## config.mk

```make
export PLATFORM = sky130hd
export DESIGN_NAME = ctl_cmd_latch
export DESIGN_NICKNAME = d
export VERILOG_FILES = /design/src/rtl/ctl_cmd_pkg.sv /design/src/rtl/cmd_word_decode.sv /design/src/rtl/cmd_state.sv /design/src/rtl/dma_trigger.sv /design/src/rtl/queue_flags.sv /design/src/rtl/ctl_cmd_latch.sv
export SDC_FILE = /design/constraint.sdc
export NUM_CORES = 1
export LEC_CHECK = 0
export BUFFER_PORTS_ARGS = -buffer_cell sky130_fd_sc_hd__buf_2
export CAP_MARGIN = 0
export CORE_MARGIN = 3
export CORE_UTILIZATION = 35
export CTS_BUF_LIST = sky130_fd_sc_hd__clkbuf_8
export DETAILED_ROUTE_END_ITERATION = 8
export REMOVE_ABC_BUFFERS = 1
export SYNTH_ARGS = -nofsm -noshare
export SYNTH_HDL_FRONTEND = slang
export SYNTH_SLANG_ARGS = --single-unit
```

## constraint.sdc

```tcl
create_clock -name clk -period 1.6 [get_ports clk]
set_input_delay 0.24 -clock clk [delete_from_list [all_inputs] [get_ports clk]]
set_output_delay 0.24 -clock clk [all_outputs]
set_load 0.05 [all_outputs]
```

## src/rtl/ctl_cmd_pkg.sv

```systemverilog
package ctl_cmd_pkg;
  localparam int ADDR_W = 16;
  localparam int CODE_W = 6;
  localparam int LOW_W  = ADDR_W - 2;

  localparam logic [1:0] HEAD_REGSEL = 2'b10;
  localparam logic [1:0] SRC_FILL    = 2'b10;

  typedef enum logic [2:0] {
    EV_IDLE,
    EV_HEAD,
    EV_TAIL,
    EV_REG,
    EV_DATA,
    EV_STAT
  } ev_e;
endpackage

```

## src/rtl/cmd_word_decode.sv

```systemverilog
module cmd_word_decode
  import ctl_cmd_pkg::*;
(
  input  logic        ctl_wr,
  input  logic        ctl_rd,
  input  logic        data_wr,
  input  logic        data_rd,
  input  logic        pending,
  input  logic [15:0] wdata,
  output ev_e         ev,
  output logic        dwr_hit
);
  always_comb begin
    ev = EV_IDLE;
    if (ctl_wr) begin
      if (pending)                         ev = EV_TAIL;
      else if (wdata[15:14] == HEAD_REGSEL) ev = EV_REG;
      else                                 ev = EV_HEAD;
    end else if (data_wr || data_rd) begin
      ev = EV_DATA;
    end else if (ctl_rd) begin
      ev = EV_STAT;
    end
  end

  assign dwr_hit = (ev == EV_DATA) && data_wr;
endmodule

```

## src/rtl/cmd_state.sv

```systemverilog
module cmd_state
  import ctl_cmd_pkg::*;
(
  input  logic              clk,
  input  logic              rst,
  input  ev_e               ev,
  input  logic [15:0]       wdata,
  output logic [ADDR_W-1:0] addr,
  output logic [CODE_W-1:0] code,
  output logic              pending,
  output logic              flush,
  output logic              reg_wr,
  output logic [4:0]        reg_idx,
  output logic [7:0]        reg_data
);
  always_ff @(posedge clk) begin
    if (rst) begin
      addr     <= '0;
      code     <= '0;
      pending  <= 1'b0;
      flush    <= 1'b0;
      reg_wr   <= 1'b0;
      reg_idx  <= '0;
      reg_data <= '0;
    end else begin
      flush  <= 1'b0;
      reg_wr <= 1'b0;
      unique case (ev)
        EV_HEAD: begin
          addr[LOW_W-1:0] <= wdata[LOW_W-1:0];
          code[1:0]       <= wdata[15:14];
          pending         <= 1'b1;
        end
        EV_TAIL: begin
          addr[ADDR_W-1:LOW_W] <= wdata[1:0];
          code[CODE_W-1:2]     <= wdata[7:4];
          pending              <= 1'b0;
          flush                <= 1'b1;
        end
        EV_REG: begin
          reg_wr   <= 1'b1;
          reg_idx  <= wdata[12:8];
          reg_data <= wdata[7:0];
        end
        EV_DATA: begin
          if (pending) begin
            pending <= 1'b0;
            flush   <= 1'b1;
          end
        end
        EV_STAT: pending <= 1'b0;
        default: ;
      endcase
    end
  end

  p_head_pend_r2: assert property (@(posedge clk) disable iff (rst)
    (ev == EV_HEAD) |=> (pending && addr[LOW_W-1:0] == $past(wdata[LOW_W-1:0])
                         && $stable(addr[ADDR_W-1:LOW_W])));

  p_tail_flush_r3: assert property (@(posedge clk) disable iff (rst)
    (ev == EV_TAIL) |=> (!pending && flush && code[CODE_W-1:2] == $past(wdata[7:4])));

  p_flush_single_r3: assert property (@(posedge clk) disable iff (rst)
    flush |=> (!flush || $past(ev == EV_TAIL) || $past(ev == EV_DATA)));

  p_reg_keep_r4: assert property (@(posedge clk) disable iff (rst)
    (ev == EV_REG) |=> (reg_wr && !pending && $stable(addr) && $stable(code)));

  p_data_cancel_r5: assert property (@(posedge clk) disable iff (rst)
    (ev == EV_DATA && pending) |=> (!pending && flush));

  p_data_quiet_r5: assert property (@(posedge clk) disable iff (rst)
    (ev == EV_DATA && !pending) |=> !flush);

  p_stat_clear_r6: assert property (@(posedge clk) disable iff (rst)
    (ev == EV_STAT) |=> (!pending && !flush && $stable(addr)));
endmodule

```

## src/rtl/dma_trigger.sv

```systemverilog
module dma_trigger
  import ctl_cmd_pkg::*;
(
  input  logic       clk,
  input  logic       rst,
  input  ev_e        ev,
  input  logic       dwr_hit,
  input  logic       xfer_bit,
  input  logic       dma_en,
  input  logic [1:0] src_mode,
  output logic       dma_start
);
  logic armed;
  logic want;

  assign want = xfer_bit && dma_en;

  always_ff @(posedge clk) begin
    if (rst) begin
      armed     <= 1'b0;
      dma_start <= 1'b0;
    end else begin
      dma_start <= 1'b0;
      if (ev == EV_TAIL) begin
        armed     <= want && (src_mode == SRC_FILL);
        dma_start <= want && (src_mode != SRC_FILL);
      end else if (ev == EV_HEAD) begin
        armed <= 1'b0;
      end else if (dwr_hit && armed) begin
        armed     <= 1'b0;
        dma_start <= 1'b1;
      end
    end
  end

  p_dma_single_r7: assert property (@(posedge clk) disable iff (rst)
    dma_start |=> !dma_start);

  p_dma_off_r7: assert property (@(posedge clk) disable iff (rst)
    (ev == EV_TAIL && !dma_en) |=> !dma_start);

  p_fill_wait_r8: assert property (@(posedge clk) disable iff (rst)
    (ev == EV_TAIL && src_mode == SRC_FILL) |=> !dma_start);

  p_fill_once_r8: assert property (@(posedge clk) disable iff (rst)
    (dwr_hit && !armed) |=> !dma_start);
endmodule

```

## src/rtl/queue_flags.sv

```systemverilog
module queue_flags #(
  parameter int Q_DEPTH = 4,
  parameter int LVL_W   = $clog2(Q_DEPTH + 1)
) (
  input  logic [LVL_W-1:0] level,
  output logic             empty,
  output logic             full
);
  localparam logic [LVL_W-1:0] TOP = LVL_W'(Q_DEPTH);

  assign empty = (level == '0);
  assign full  = (level == TOP);

  always_comb begin
    if (empty && full) assert (Q_DEPTH == 0) else $error("p_flags_excl_r9");
  end
endmodule

```

## src/rtl/ctl_cmd_latch.sv

```systemverilog
module ctl_cmd_latch
  import ctl_cmd_pkg::*;
#(
  parameter int Q_DEPTH = 4,
  parameter int LVL_W   = $clog2(Q_DEPTH + 1)
) (
  input  logic             clk,
  input  logic             rst,
  input  logic             ctl_wr,
  input  logic             ctl_rd,
  input  logic             data_wr,
  input  logic             data_rd,
  input  logic [15:0]      wdata,
  input  logic             dma_en,
  input  logic [1:0]       src_mode,
  input  logic [LVL_W-1:0] q_level,
  output logic [15:0]      acc_addr,
  output logic [5:0]       acc_code,
  output logic             cmd_pending,
  output logic             dma_start,
  output logic             prefetch_flush,
  output logic             reg_wr,
  output logic [4:0]       reg_idx,
  output logic [7:0]       reg_data,
  output logic             q_empty,
  output logic             q_full
);
  ev_e  ev;
  logic dwr_hit;

  cmd_word_decode u_dec (
    .ctl_wr  (ctl_wr),
    .ctl_rd  (ctl_rd),
    .data_wr (data_wr),
    .data_rd (data_rd),
    .pending (cmd_pending),
    .wdata   (wdata),
    .ev      (ev),
    .dwr_hit (dwr_hit)
  );

  cmd_state u_state (
    .clk      (clk),
    .rst      (rst),
    .ev       (ev),
    .wdata    (wdata),
    .addr     (acc_addr),
    .code     (acc_code),
    .pending  (cmd_pending),
    .flush    (prefetch_flush),
    .reg_wr   (reg_wr),
    .reg_idx  (reg_idx),
    .reg_data (reg_data)
  );

  dma_trigger u_dma (
    .clk       (clk),
    .rst       (rst),
    .ev        (ev),
    .dwr_hit   (dwr_hit),
    .xfer_bit  (wdata[7]),
    .dma_en    (dma_en),
    .src_mode  (src_mode),
    .dma_start (dma_start)
  );

  queue_flags #(.Q_DEPTH(Q_DEPTH), .LVL_W(LVL_W)) u_qf (
    .level (q_level),
    .empty (q_empty),
    .full  (q_full)
  );

  p_ctl_wins_r10: assert property (@(posedge clk) disable iff (rst)
    (ctl_wr && cmd_pending && (data_rd || data_wr || ctl_rd))
      |=> (!cmd_pending && prefetch_flush));
endmodule

```

=== After elaboration in Yosys (flattened, before gate mapping) ===
Cells that the tools add are included.

* Register bits: 40
* Input port bits: 28
* Word-level logic and storage cells: 45

* Equal/unequal tests: 9
* Multiplexer cells: 15
* Reductions and logical operators: 10

{| class="wikitable"
|+ Operators with widths
! operator !! number
|-
| 2-to-1 mux 3 bit || 4
|-
| == test 3 bit (second input constant) || 3
|-
| 2-to-1 mux 1 bit || 8
|-
| == test 3 x 2 -> 1 bit (second input constant) || 2
|-
| logical AND 1 bit || 5
|-
| == test 2 bit (second input constant) || 2
|-
| one-hot mux 1 bit (2 select lines) || 2
|-
| == test 3 x 1 -> 1 bit (second input constant) || 1
|-
| zero test 3 bit || 1
|-
| nonzero test 3 bit || 1
|-
| OR reduction 3 bit || 1
|-
| 2-to-1 mux 2 bit || 1
|-
| != test 2 bit (second input constant) || 1
|-
| nonzero test 2 bit || 1
|-
| logical OR 1 bit || 1
|}

=== Logic depth before layout (Yosys ltp) ===
Gate-level depths: netlist of the first run.

* Word-level depth: 10
* Mapped depth: 6
* Mapped depth without buffers: 3

=== Hierarchy ===
A second synthesis of the first run with hierarchy kept.

* Cell total of the unflattened synthesis: 172
* Area, all modules: 1,762.9 µm²

{| class="wikitable"
|+ By module, submodules not included
! module !! instances !! cells each !! area each (µm²)
|-
| cmd_state || 1 || 149 || 1,582.8
|-
| dma_trigger || 1 || 13 || 107.6
|-
| cmd_word_decode || 1 || 8 || 50.0
|-
| queue_flags || 1 || 2 || 22.5
|}

=== Least setup slack after synthesis of the first run ===
No wires, ideal clock.

* Path type: input -> output
* From: in q_level[1]
* To: out q_full
* Arrival time: 1.398 ns
* Required time: 1.360 ns
* Setup slack: -0.038 ns
* Cell stages on the path: 1
* Path through: nor3b_1

* Word-level cells in the longest chain between the ends: 1

{| class="wikitable"
|+ RTL lines
! element !! line !! text
|-
| start: declaration || ctl_cmd_latch.sv:16 || <nowiki>input logic [LVL_W-1:0] q_level,</nowiki>
|-
| == test 3 bit || queue_flags.sv:12 || <nowiki>assign full = (level == TOP);</nowiki>
|-
| end: declaration || ctl_cmd_latch.sv:26 || <nowiki>output logic q_full</nowiki>
|}

No other way between the ends.

=== Worst setup path after layout of the first run ===
* From: reg u_state.pending
* To: out cmd_pending

{| class="wikitable"
|+ RTL lines
! element !! line !! text
|-
| start: declaration || cmd_state.sv:10 || <nowiki>output logic pending,</nowiki>
|-
| start signal: assignment || cmd_state.sv:20 || <nowiki>pending <= 1'b0;</nowiki>
|-
| start signal: assignment || cmd_state.sv:32 || <nowiki>pending <= 1'b1;</nowiki>
|-
| start signal: assignment || cmd_state.sv:37 || <nowiki>pending <= 1'b0;</nowiki>
|-
| end: declaration || ctl_cmd_latch.sv:19 || <nowiki>output logic cmd_pending,</nowiki>
|}

No word-level cell between the ends.

==> summary.md, run 1 <==
| Metric | Value |
|---|---|
| Leakage power | `0.0008933 µW` |
| Clk pin slew, worst setup/hold paths | `~0.080 ns` |
| Mapped cell area | `roughly 1600 µm²` |
| Filler cells | `between 400 and 500` |
| Max-slew headroom | `0.6730` |
| Ports | `69` |
| Internal Power | `1490 µW` |
| Post-synthesis cell type count | `28` |
| R2R Path End | `u_dma.armed` |
| Synth top cells by count | `dfxtp_1 (40), nand2_1 (40), a21oi_1 (34)` |
| P per Cell Area | `1055 nW/µm²` |
| Inserted Clock Buffers | `5` |
| Total Power | `between 2000 and 2500 µW` |
| Die H | `~74 µm` |
| Async SR Flop Fraction | `0` |
| Global Route Usage Sum | `0.1591` |
| NetSw | `about 660 µW` |
| I/O Buffers | `68` |
| Combinational share of power | `0.181` |
| Yosys top cell area share | `0.5008` |
| Min-delay src | `wdata[12]` |
| Share of post-route cells with drive strength above 1 | `0.3532` |
| Final Max Tran Viols | `0` |
| Worst-case reg-to-reg path depth | `3` |
| Hold/Removal Path Class | `in2reg` |
| Critical Path Sink Type | `primary output` |
| Final worst slack | `between 0.15 and 0.2 ns` |
| EDFF count, synth | `0` |
| Worst r2r src | `u_state.pending` |
| Sequential cell fraction of total power | `0.492` |
| Crit-path slowest cell | `dfxtp_1` |
| Site row count | `23` |
| Critical path peak fanout | `10` |
| Post-DP HPWL | `2.964 mm` |
| Synth area leader | `dfxtp_1` |
| Core area | `around 4200 µm²` |
| WHS | `0.1859 ns` |
| Syn avg cell area | `8.597 µm²` |
| Die width | `73.59 µm` |
| Hold endpoint | `u_state.reg_idx[4]` |
| N_diodes | `0` |
| # DRC | `0` |
| RSZ-0062 raised after global routing | `false` |
| Maximum vdd drop | `0.5214 mV` |
| Peak Freq | `slightly above 700 MHz` |
| Period utilisation layout | `0.8849` |
| H-Tree Level Count | `2` |
| Area delta synth->final | `27.39%` |
| Pre-antenna DRT Iters | `4` |
| CTS tree | `done` |
| Clock Skews | `0.003684 ns` |
| CP delay by family, top | `flip-flops` |
| Ranking of synthesized cells by area | `dfxtp_1 (50%), a21oi_1 (11%), nand2_1 (9.4%)` |
| Via count | `around 1500` |
| Setup Buffers After CTS | `0` |
| WL per Instance | `approximately 14 µm` |
| Post-cts resize count | `0` |
| Clock network fraction of design power | `0.327` |
| Synth Instances | `~190` |
| Worst Path Required | `1.36 ns` |
| Pin count of the biggest net entering global routing | `21` |
| Sequential cell area fraction in the yosys report | `0.5008` |
| Total die area | `5415 µm²` |
| Primary FF master, synth | `dfxtp_1` |
| Final Hold Fails | `0` |
| Status | `finished clean` |
| Hold Buf Count CTS | `0` |
| Setup CP Type | `reg2out` |
| Routability congestion estimate | `a little under 0.8` |
| Routed Antenna Nets | `0` |
| Reg2reg setup slack | `0.25 ns` |
| Clock sinks | `40` |
| Ys Warns | `0` |
| Register bit total from synthesis | `40` |
| Max incr delay on CP | `roughly 0.54 ns` |
| Critical Path, Cell by Cell | `buf_2` |
| Congestion Overflow GR | `0` |
| Initial antenna violation count | `0` |
| Setup TNS | `0 ns` |
| CP Buf/Inv Count | `1` |
| CTS root buf | `clkbuf_8` |
| Longest Clk Path Bufs | `2` |
| Global-route wire length before repair | `roughly 6.5 mm` |
| Setup Viol. Count Final | `0` |
| Critical Path Stages | `1` |
| Setup crit start kind | `register` |
| Initial Util | `0.3806` |
| Max Cap Viol | `0` |
| Worst-Margin Slew | `just under 0.5 ns` |
| Via/cell ratio | `4.993` |
| WP data arrival | `approximately 1.2 ns` |
| Detailed Route WL | `approximately 4.1 mm` |
| Skew-Pair Late Insertion Delay | `0.30 ns` |
| Final Core Density | `0.4848` |
| Number of global-route vias before repair | `approximately 1300` |
| Switching Fraction | `0.3068` |
| Hold Path Depth | `3` |
| Final Net Count | `approximately 280` |
| Iter 0 DRT Violations | `68` |
| Dpl ws | `roughly 0.24 ns` |
| Fin crit period | `about 1.4 ns` |
[per-layer routing]
layer | vias to the layer above | part of all wire | GRT usage
met2 | 53 | 0.44 | 0.2283
met5 | - | 0 | 0
li1 | 762 | - | -
met3 | 5 | 0.083 | 0.05882
met1 | 688 | 0.47 | 0.2215
met4 | 0 | 0.012 | 0.04829
[flip-flops by register name, summed over array words and instances (netlist names)]
signal / flops
u_state.pending: 1
u_state.code: 6
u_state.reg_wr: 1
u_state.reg_data: 8
u_state.reg_idx: 5
u_state.addr: 16
u_dma.dma_start: 1
u_state.flush: 1
u_dma.armed: 1
[logic make-up after synthesis]
family / Yosys count / synth area share
compound gates: 56 / 0.1917
flops: 40 / 0.5008
buf+inv: 16 / 0.06963
simple gates: 74 / 0.2379
[cells in the final DEF, fill, tap and decap left out, types with 2 or more instances in the layout]
| master | Yosys | layout |
|---|---|---|
| nand2_1 | 40 | 40 |
| buf_2 | 1 | 68 |
| buf_4 | 3 | 4 |
| nand2b_1 | 3 | 3 |
| nor2_1 | 2 | 2 |
| a21oi_1 | 34 | 34 |
| o21ai_0 | 14 | 14 |
| clkinv_2 | 0 | 2 |
| dfxtp_1 | 40 | 40 |
| a21oi_2 | 3 | 3 |
| nand3_1 | 15 | 15 |
| o21ai_1 | 3 | 3 |
| nor3_1 | 3 | 3 |
| nor3b_1 | 2 | 2 |
| clkbuf_8 | 0 | 6 |
[worst max path at each step]
stage / startpoint / end
3_3_place_gp: u_state.pending / u_dma.armed
3_5_place_dp: u_state.pending / u_dma.armed
6_report: u_state.pending / cmd_pending
2_1_floorplan: q_level[1] / q_full
4_1_cts: u_state.pending / cmd_pending
5_1_grt: u_state.pending / u_dma.armed
[worst reg2reg max path, delay by kind of cell (launching register included)]
family | cells | cell delay (ns)
compound gates | 2 | 0.23
flops | 1 | 0.54
simple gates | 1 | 0.45
[per-stage QoR]
step,cells,instance area [µm²]
4_1_cts,302,2037
6_report,302,2037
2_1_floorplan,171,1491
5_1_grt,302,2037
3_3_place_gp,294,1944
3_5_place_dp,294,1944
[area by class of cell]
cell class	count	area, µm²	area share
clock buffers	6	82.58	0.04054
clock inverters	2	10.01	0.004914
inverters	1	3.754	0.001843
multi-input cells	130	686.9	0.3372
flip-flops and latches	40	800.8	0.3931
well taps	50	62.56	0.03071
repair buffers	73	390.4	0.1916
[power by group through the flow]
stage | logic, µW | registers, µW | clock network [µW]
finish | 390 | 1060 | 703
global placement | 391 | 1080 | 0
CTS | 392 | 1060 | 714
floorplan | 102 | 1220 | 0
detailed placement | 392 | 1080 | 0
global route | 422 | 1060 | 755
Power figures use the tool's default switching activity.
==> run 2, diff against run 1 <==
REMOVE_ABC_BUFFERS = default   (was 1)
==> run 2 against run 1 <==
  * Register-to-register slack better by 0.04 ns
  * Sequential power is essentially flat
  * Flip-flop and latch count stayed put
  * Count of clock-buffer cells in the layout unchanged
  * Cell count decreased by 0.66%
  * Worst setup slack better by 0.014 ns
  * Routed wire length decreased by 0.46%
  * Highest routed layer unchanged
==> summary.md, run 2 (synthesis results as in run 1) <==
| Metric | Value |
|---|---|
| Setup crit start kind | `register (unchanged)` |
| Clock sinks | `40 (unchanged)` |
| Setup CP Type | `reg2out (unchanged)` |
| Top flop regs | `u_state.addr: 16 flops, u_state.reg_data: 8 flops, u_state.code: 6 flops (unchanged)` |
| Post-cts resize count | `0 (unchanged)` |
| Multi-input logic area | `691.9 µm² (was 686.9 µm²)` |
| NetSw | `645.2 µW (was 659.5 µW)` |
| Via count | `1488 (was 1508)` |
| Total die area | `5415 µm² (unchanged)` |
| Filler cells | `441 (was 440)` |
| Core area | `4202 µm² (unchanged)` |
| Total Power | `2133 µW (was 2150 µW)` |
| Share of post-route cells with drive strength above 1 | `0.3480 (was 0.3532)` |
| Routed Antenna Nets | `0 (unchanged)` |
| Worst-Margin Slew | `0.4838 ns (was 0.4905 ns)` |
| Period utilisation layout | `0.8759 (was 0.8849)` |
| Die H | `73.59 µm (unchanged)` |
| Die width | `73.59 µm (unchanged)` |
| Switching Fraction | `0.3025 (was 0.3068)` |
| CP delay by family, top | `flip-flops (unchanged)` |
| RSZ-0062 raised after global routing | `false (unchanged)` |
| Commonest non-fill, non-tap cell in the layout | `buf_2 (unchanged)` |
| Iter 0 DRT Violations | `163 (was 68)` |
| FF+latch area | `800.8 µm² (unchanged)` |
| Fin crit period | `1.401 ns (was 1.416 ns)` |
| Site row count | `23 (unchanged)` |
| Global-route wire length before repair | `6.437 mm (was 6.520 mm)` |
| CTS tree | `done (unchanged)` |
| Internal Power | `1488 µW (was 1490 µW)` |
| P per Cell Area | `1052 nW/µm² (was 1055 nW/µm²)` |
| Final Core Density | `0.4827 (was 0.4848)` |
| Final Net Count | `277 (was 279)` |
| Setup Viol. Count Final | `0 (unchanged)` |
| Pin count of the biggest net entering global routing | `33 (was 21)` |
| Congestion Overflow GR | `0 (unchanged)` |
| WL per Instance | `13.68 µm (was 13.66 µm)` |
| I/O Buffers | `68 (unchanged)` |
| Max incr delay on CP | `0.54 ns (about the same)` |
| Routability congestion estimate | `0.7184 (was 0.7852)` |
| Area delta synth->final | `26.84% (was 27.39%)` |
| Post-Syn Nets | `between 200 and 250` |
| Crit-path slowest cell | `dfxtp_1 (unchanged)` |
| Max reg flops | `16 (unchanged)` |
| Number of global-route vias before repair | `1298 (was 1333)` |
| Initial antenna violation count | `0 (unchanged)` |
| CP Buf/Inv Count | `1 (unchanged)` |
| Worst-case reg-to-reg path depth | `3 (unchanged)` |
| Clock network fraction of design power | `0.323 (was 0.327)` |
| Sequential cell fraction of total power | `0.496 (was 0.492)` |
| Critical Path Sink Type | `primary output (unchanged)` |
| Combinational share of power | `0.181 (about the same)` |
| Via/cell ratio | `4.960 (was 4.993)` |
| Inserted Clock Buffers | `5 (unchanged)` |
| Leakage power | `0.0008835 µW (was 0.0008933 µW)` |
| Pre-antenna DRT Iters | `4 (unchanged)` |
| H-Tree Level Count | `2 (unchanged)` |
| Status | `finished clean (unchanged)` |
| Final Max Tran Viols | `0 (unchanged)` |
| Hold/Removal Path Class | `in2reg (unchanged)` |
| Global Route Usage Sum | `0.1550 (was 0.1591)` |
| Clock Skews | `0.003793 ns (was 0.003684 ns)` |
| Reg2reg setup slack | `0.29 ns (was 0.25 ns)` |
| Critical path peak fanout | `10 (unchanged)` |
| Maximum vdd drop | `0.5680 mV (was 0.5214 mV)` |
| Most frequent cells in the layout | `buf_2 (68), nand2_1 (40), dfxtp_1 (40), a21oi_1 (34), nand3_1 (15) (unchanged)` |
| CP startpoint | `u_state.pending (unchanged)` |
| CTS root buf | `clkbuf_8 (unchanged)` |
| N_diodes | `0 (unchanged)` |
| Longest Clk Path Bufs | `2 (unchanged)` |
| Worst r2r src | `u_state.pending (unchanged)` |
| Setup Buffers After CTS | `0 (unchanged)` |
| Hold Buf Count CTS | `0 (unchanged)` |
| Top reg by flops | `u_state.addr (unchanged)` |
| R2R Path End | `u_dma.armed (unchanged)` |
| Max-slew headroom | `0.6775 (was 0.6730)` |
| Clk pin slew, worst setup/hold paths | `0.08 ns (about the same)` |
| Critical Path, Cell by Cell | `buf_2 (unchanged)` |
| Post-DP HPWL | `2.866 mm (was 2.964 mm)` |
| WP data arrival | `1.16 ns (was 1.18 ns)` |
| Setup TNS | `0 ns (unchanged)` |
| # DRC | `0 (unchanged)` |
| Peak Freq | `713.6 MHz (was 706.3 MHz)` |
| Final Hold Fails | `0 (unchanged)` |
| Min-delay src | `wdata[10] (was wdata[12])` |
| Initial Util | `0.3806 (unchanged)` |
| Hold endpoint | `u_state.reg_idx[2] (was u_state.reg_idx[4])` |
| Hold Path Depth | `3 (unchanged)` |
| Ports | `69 (unchanged)` |
| Max Cap Viol | `0 (unchanged)` |
| Detailed Route WL | `4.105 mm (was 4.124 mm)` |
| Skew-Pair Late Insertion Delay | `0.29 ns (was 0.30 ns)` |
| Worst Path Required | `1.36 ns (about the same)` |
-- run 2: cell types whose count changed in the layout (fill, tap and decap cells not counted), sizes merged --
| cell | previous run | this run |
|---|---|---|
| inv | 1 | 2 |
| clkinvlp | 0 | 1 |
| buf | 73 | 71 |
| clkinv | 2 | 0 |
-- run 2: metal layers --
layer  part of all wire  global-route usage  vias to the layer above
met2               0.46              0.2254                       55
met3              0.080             0.05335                        5
li1                   -                   -                      762
met4             0.0090             0.05030                        0
met1               0.46              0.2142                      666
met5                  0                   0                        -
-- run 2: worst max path at each step --
stage / endpoint / slack (ns) / cells after the start
after floorplan: q_empty / 0.02 / 1
after global placement: u_dma.armed / 0.31 / 3
after detailed placement: u_dma.armed / 0.30 / 3
after CTS: cmd_pending / 0.18 / 1
after global routing: cmd_pending / 0.13 / 1
final: cmd_pending / 0.20 / 1
-- run 2: power by group through the flow --
stage / sequential, µW / combinational, µW / clock (µW)
floorplan: 1220 / 143 / 0
global placement: 1080 / 387 / 0
detailed placement: 1080 / 389 / 0
CTS: 1060 / 390 / 716
global route: 1060 / 416 / 762
finish: 1060 / 387 / 688
-- run 2: cell type report --
type,count,share of cell area
clock buffer,6,0.04072
clock inverter,2,0.005552
inverter,1,0.001851
multi-input combinational,130,0.3411
sequential,40,0.3948
tap,50,0.03085
timing repair buffer,71,0.1851
-- run 2: per-stage QoR --
step	cell area [µm²]	hold WS, ns	instances	setup slack (ns)
after floorplan	1604	0.3760	186	0.02336
after global placement	1934	0.4410	292	0.3144
after detailed placement	1934	0.4430	292	0.3022
after CTS	2028	0.1918	300	0.1791
after global routing	2028	0.1789	300	0.1321
final	2028	0.1937	300	0.1986
==> run 3, diff against run 2 <==
==> constraint.sdc (replaced) <==
create_clock -name clk -period 1.6 [get_ports clk]
set_input_delay 0.32 -clock clk [delete_from_list [all_inputs] [get_ports clk]]
set_output_delay 0.32 -clock clk [all_outputs]
set_load 0.05 [all_outputs]
==> run 3 against run 2 <==
  * Via count down 0.40%
  * Clock skew rose by 0.0016 ns
  * Power fell by 3.5%
  * Combinational power about the same
  * Routed wire length increased by 1.4%
  * Sequential power about the same
  * Sequential share of layout area is 0.22 points higher
  * First-iteration DRC count is 50% lower
  * Non-clock buffer count is the same
  * Core utilization fell by 0.27 points
  * Fmax is 6.5% lower
  * Count of clock-buffer cells in the layout decreased by 1
  * Highest routed layer unchanged
==> summary.md, run 3 (synthesis results as in run 1) <==
| Metric | Value |
|---|---|
| Max incr delay on CP | `0.56 ns (was 0.54 ns)` |
| Sequential cell fraction of total power | `0.514 (was 0.496)` |
| Skew-Pair Late Insertion Delay | `0.28 ns (was 0.29 ns)` |
| Critical Path Sink Type | `primary output (unchanged)` |
| Die width | `73.59 µm (unchanged)` |
| WL per Instance | `13.92 µm (was 13.68 µm)` |
| NetSw | `624.2 µW (was 645.2 µW)` |
| Via/cell ratio | `4.957 (was 4.960)` |
| Most frequent cells in the layout | `buf_2 (68), nand2_1 (40), dfxtp_1 (40), a21oi_1 (34), nand3_1 (15) (unchanged)` |
| Leakage power | `0.0008811 µW (was 0.0008835 µW)` |
| # DRC | `0 (unchanged)` |
| Final Hold Fails | `0 (unchanged)` |
| WP data arrival | `1.18 ns (was 1.16 ns)` |
| Share of post-route cells with drive strength above 1 | `0.3494 (was 0.3480)` |
| Setup TNS | `0 ns (unchanged)` |
| Final Net Count | `277 (unchanged)` |
| Post-cts resize count | `0 (unchanged)` |
| CTS tree | `done (unchanged)` |
| Detailed Route WL | `4.162 mm (was 4.105 mm)` |
| Commonest non-fill, non-tap cell in the layout | `buf_2 (unchanged)` |
| Post-DP HPWL | `2.949 mm (was 2.866 mm)` |
| Post-Layout Cell Count | `299 (was 300)` |
| Clock network fraction of design power | `0.298 (was 0.323)` |
| N_diodes | `0 (unchanged)` |
| Fin crit period | `1.498 ns (was 1.401 ns)` |
| Internal Power | `1434 µW (was 1488 µW)` |
| Status | `finished clean (unchanged)` |
| Initial Util | `0.3806 (unchanged)` |
| Setup CP Type | `reg2out (unchanged)` |
| Longest Clk Path Bufs | `2 (unchanged)` |
| Setup crit start kind | `register (unchanged)` |
| Routed Antenna Nets | `0 (unchanged)` |
| Maximum vdd drop | `0.4854 mV (was 0.5680 mV)` |
| Die H | `73.59 µm (unchanged)` |
| Critical Path, Cell by Cell | `buf_2 (unchanged)` |
| Hold Buf Count CTS | `0 (unchanged)` |
| Hold/Removal Path Class | `in2reg (unchanged)` |
| Clk pin slew, worst setup/hold paths | `0.07 ns (was 0.08 ns)` |
| Switching Fraction | `0.3032 (was 0.3025)` |
| Period utilisation layout | `0.9365 (was 0.8759)` |
| RSZ-0062 raised after global routing | `false (unchanged)` |
| Peak Freq | `667.4 MHz (was 713.6 MHz)` |
| Post-Syn Nets | `214 (unchanged)` |
| Post-placement cell count | `292 (unchanged)` |
| I/O Buffers | `68 (unchanged)` |
| Iter 0 DRT Violations | `81 (was 163)` |
| Pre-antenna DRT Iters | `4 (unchanged)` |
| Area delta synth->final | `26.13% (was 26.84%)` |
| CP delay by family, top | `flip-flops (unchanged)` |
| Pin count of the biggest net entering global routing | `23 (was 33)` |
| Max Cap Viol | `0 (unchanged)` |
| Inserted Clock Buffers | `5 (unchanged)` |
| Max reg flops | `16 (unchanged)` |
| Global Route Usage Sum | `0.1546 (was 0.1550)` |
| Max-slew headroom | `0.6815 (was 0.6775)` |
| Routability congestion estimate | `0.7473 (was 0.7184)` |
| Top reg by flops | `u_state.addr (unchanged)` |
| Via count | `1482 (was 1488)` |
| CP Buf/Inv Count | `1 (unchanged)` |
| H-Tree Level Count | `2 (unchanged)` |
| Setup Buffers After CTS | `0 (unchanged)` |
| Initial antenna violation count | `0 (unchanged)` |
| Setup Viol. Count Final | `0 (unchanged)` |
| WHS | `0.2777 ns (was 0.1937 ns)` |
| Clock sinks | `40 (unchanged)` |
| CTS root buf | `clkbuf_8 (unchanged)` |
| Site row count | `23 (unchanged)` |
| Critical path peak fanout | `10 (unchanged)` |
| P per Cell Area | `1021 nW/µm² (was 1052 nW/µm²)` |
| Clock Skews | `0.005378 ns (was 0.003793 ns)` |
| Worst-Margin Slew | `0.4778 ns (was 0.4838 ns)` |
| Number of global-route vias before repair | `1332 (was 1298)` |
| Final Max Tran Viols | `0 (unchanged)` |
| Worst Path Required | `1.28 ns (was 1.36 ns)` |
| Ports | `69 (unchanged)` |
| Congestion Overflow GR | `0 (unchanged)` |
| Global-route wire length before repair | `6.334 mm (was 6.437 mm)` |
| Crit-path slowest cell | `dfxtp_1 (unchanged)` |
| Total die area | `5415 µm² (unchanged)` |
| Combinational share of power | `0.188 (was 0.181)` |
| Top flop regs | `u_state.addr: 16 flops, u_state.reg_data: 8 flops, u_state.code: 6 flops (unchanged)` |
| Core area | `4202 µm² (unchanged)` |
## run 3: final cells by class
class	count	area [µm²]
fillers	432	2185
flip-flops and latches	40	800.8
multi-input cells	130	696.9
repair buffers	71	375.4
clock buffers	5	68.82
well taps	50	62.56
clock inverters	2	8.758
inverters	1	3.754
## run 3: routing by layer
metal,up-vias,global-route usage,wire (µm)
met4,0,0.04829,24
met2,49,0.2402,1953
met1,672,0.1997,1849
met5,-,0,0
met3,2,0.05609,335
li1,759,-,-
## run 3: path summary, 6_finish.rpt
kind | startpoint | end | slack [ns] | cells after the start
setup / recovery | u_state.pending | cmd_pending | 0.10 | 1
hold / removal | wdata[10] | u_state.reg_idx[2] | 0.28 | 3
setup reg to reg | u_state.pending | u_dma.armed | 0.26 | 3
hold reg to reg | u_state.reg_idx[1] | u_state.reg_idx[1] | 0.45 | 2
## run 3: worst reg2reg max path: stages (launching register included)
cell     delay, ns
dfxtp_1       0.56
and2_0        0.42
a211o_1       0.17
o32ai_2       0.06
## run 3: power groups by stage
stage / sequential [µW] / clock, µW / combinational (µW)
after floorplan: 1220 / 0 / 143
after detailed placement: 1080 / 0 / 390
after global placement: 1080 / 0 / 387
final: 1060 / 613 / 387
after global routing: 1060 / 666 / 414
after CTS: 1060 / 626 / 392
## run 3: metrics by stage
step	setup slack [ns]	power [µW]	utilization	area (µm²)
after global routing	0.03132	2143	0.4800	2017
after CTS	0.07099	2076	0.4800	2017
final	0.1017	2058	0.4800	2017
after floorplan	0.1269	1363	-	1609
after detailed placement	0.2491	1472	0.4616	1939
after global placement	0.2588	1469	0.4616	1939
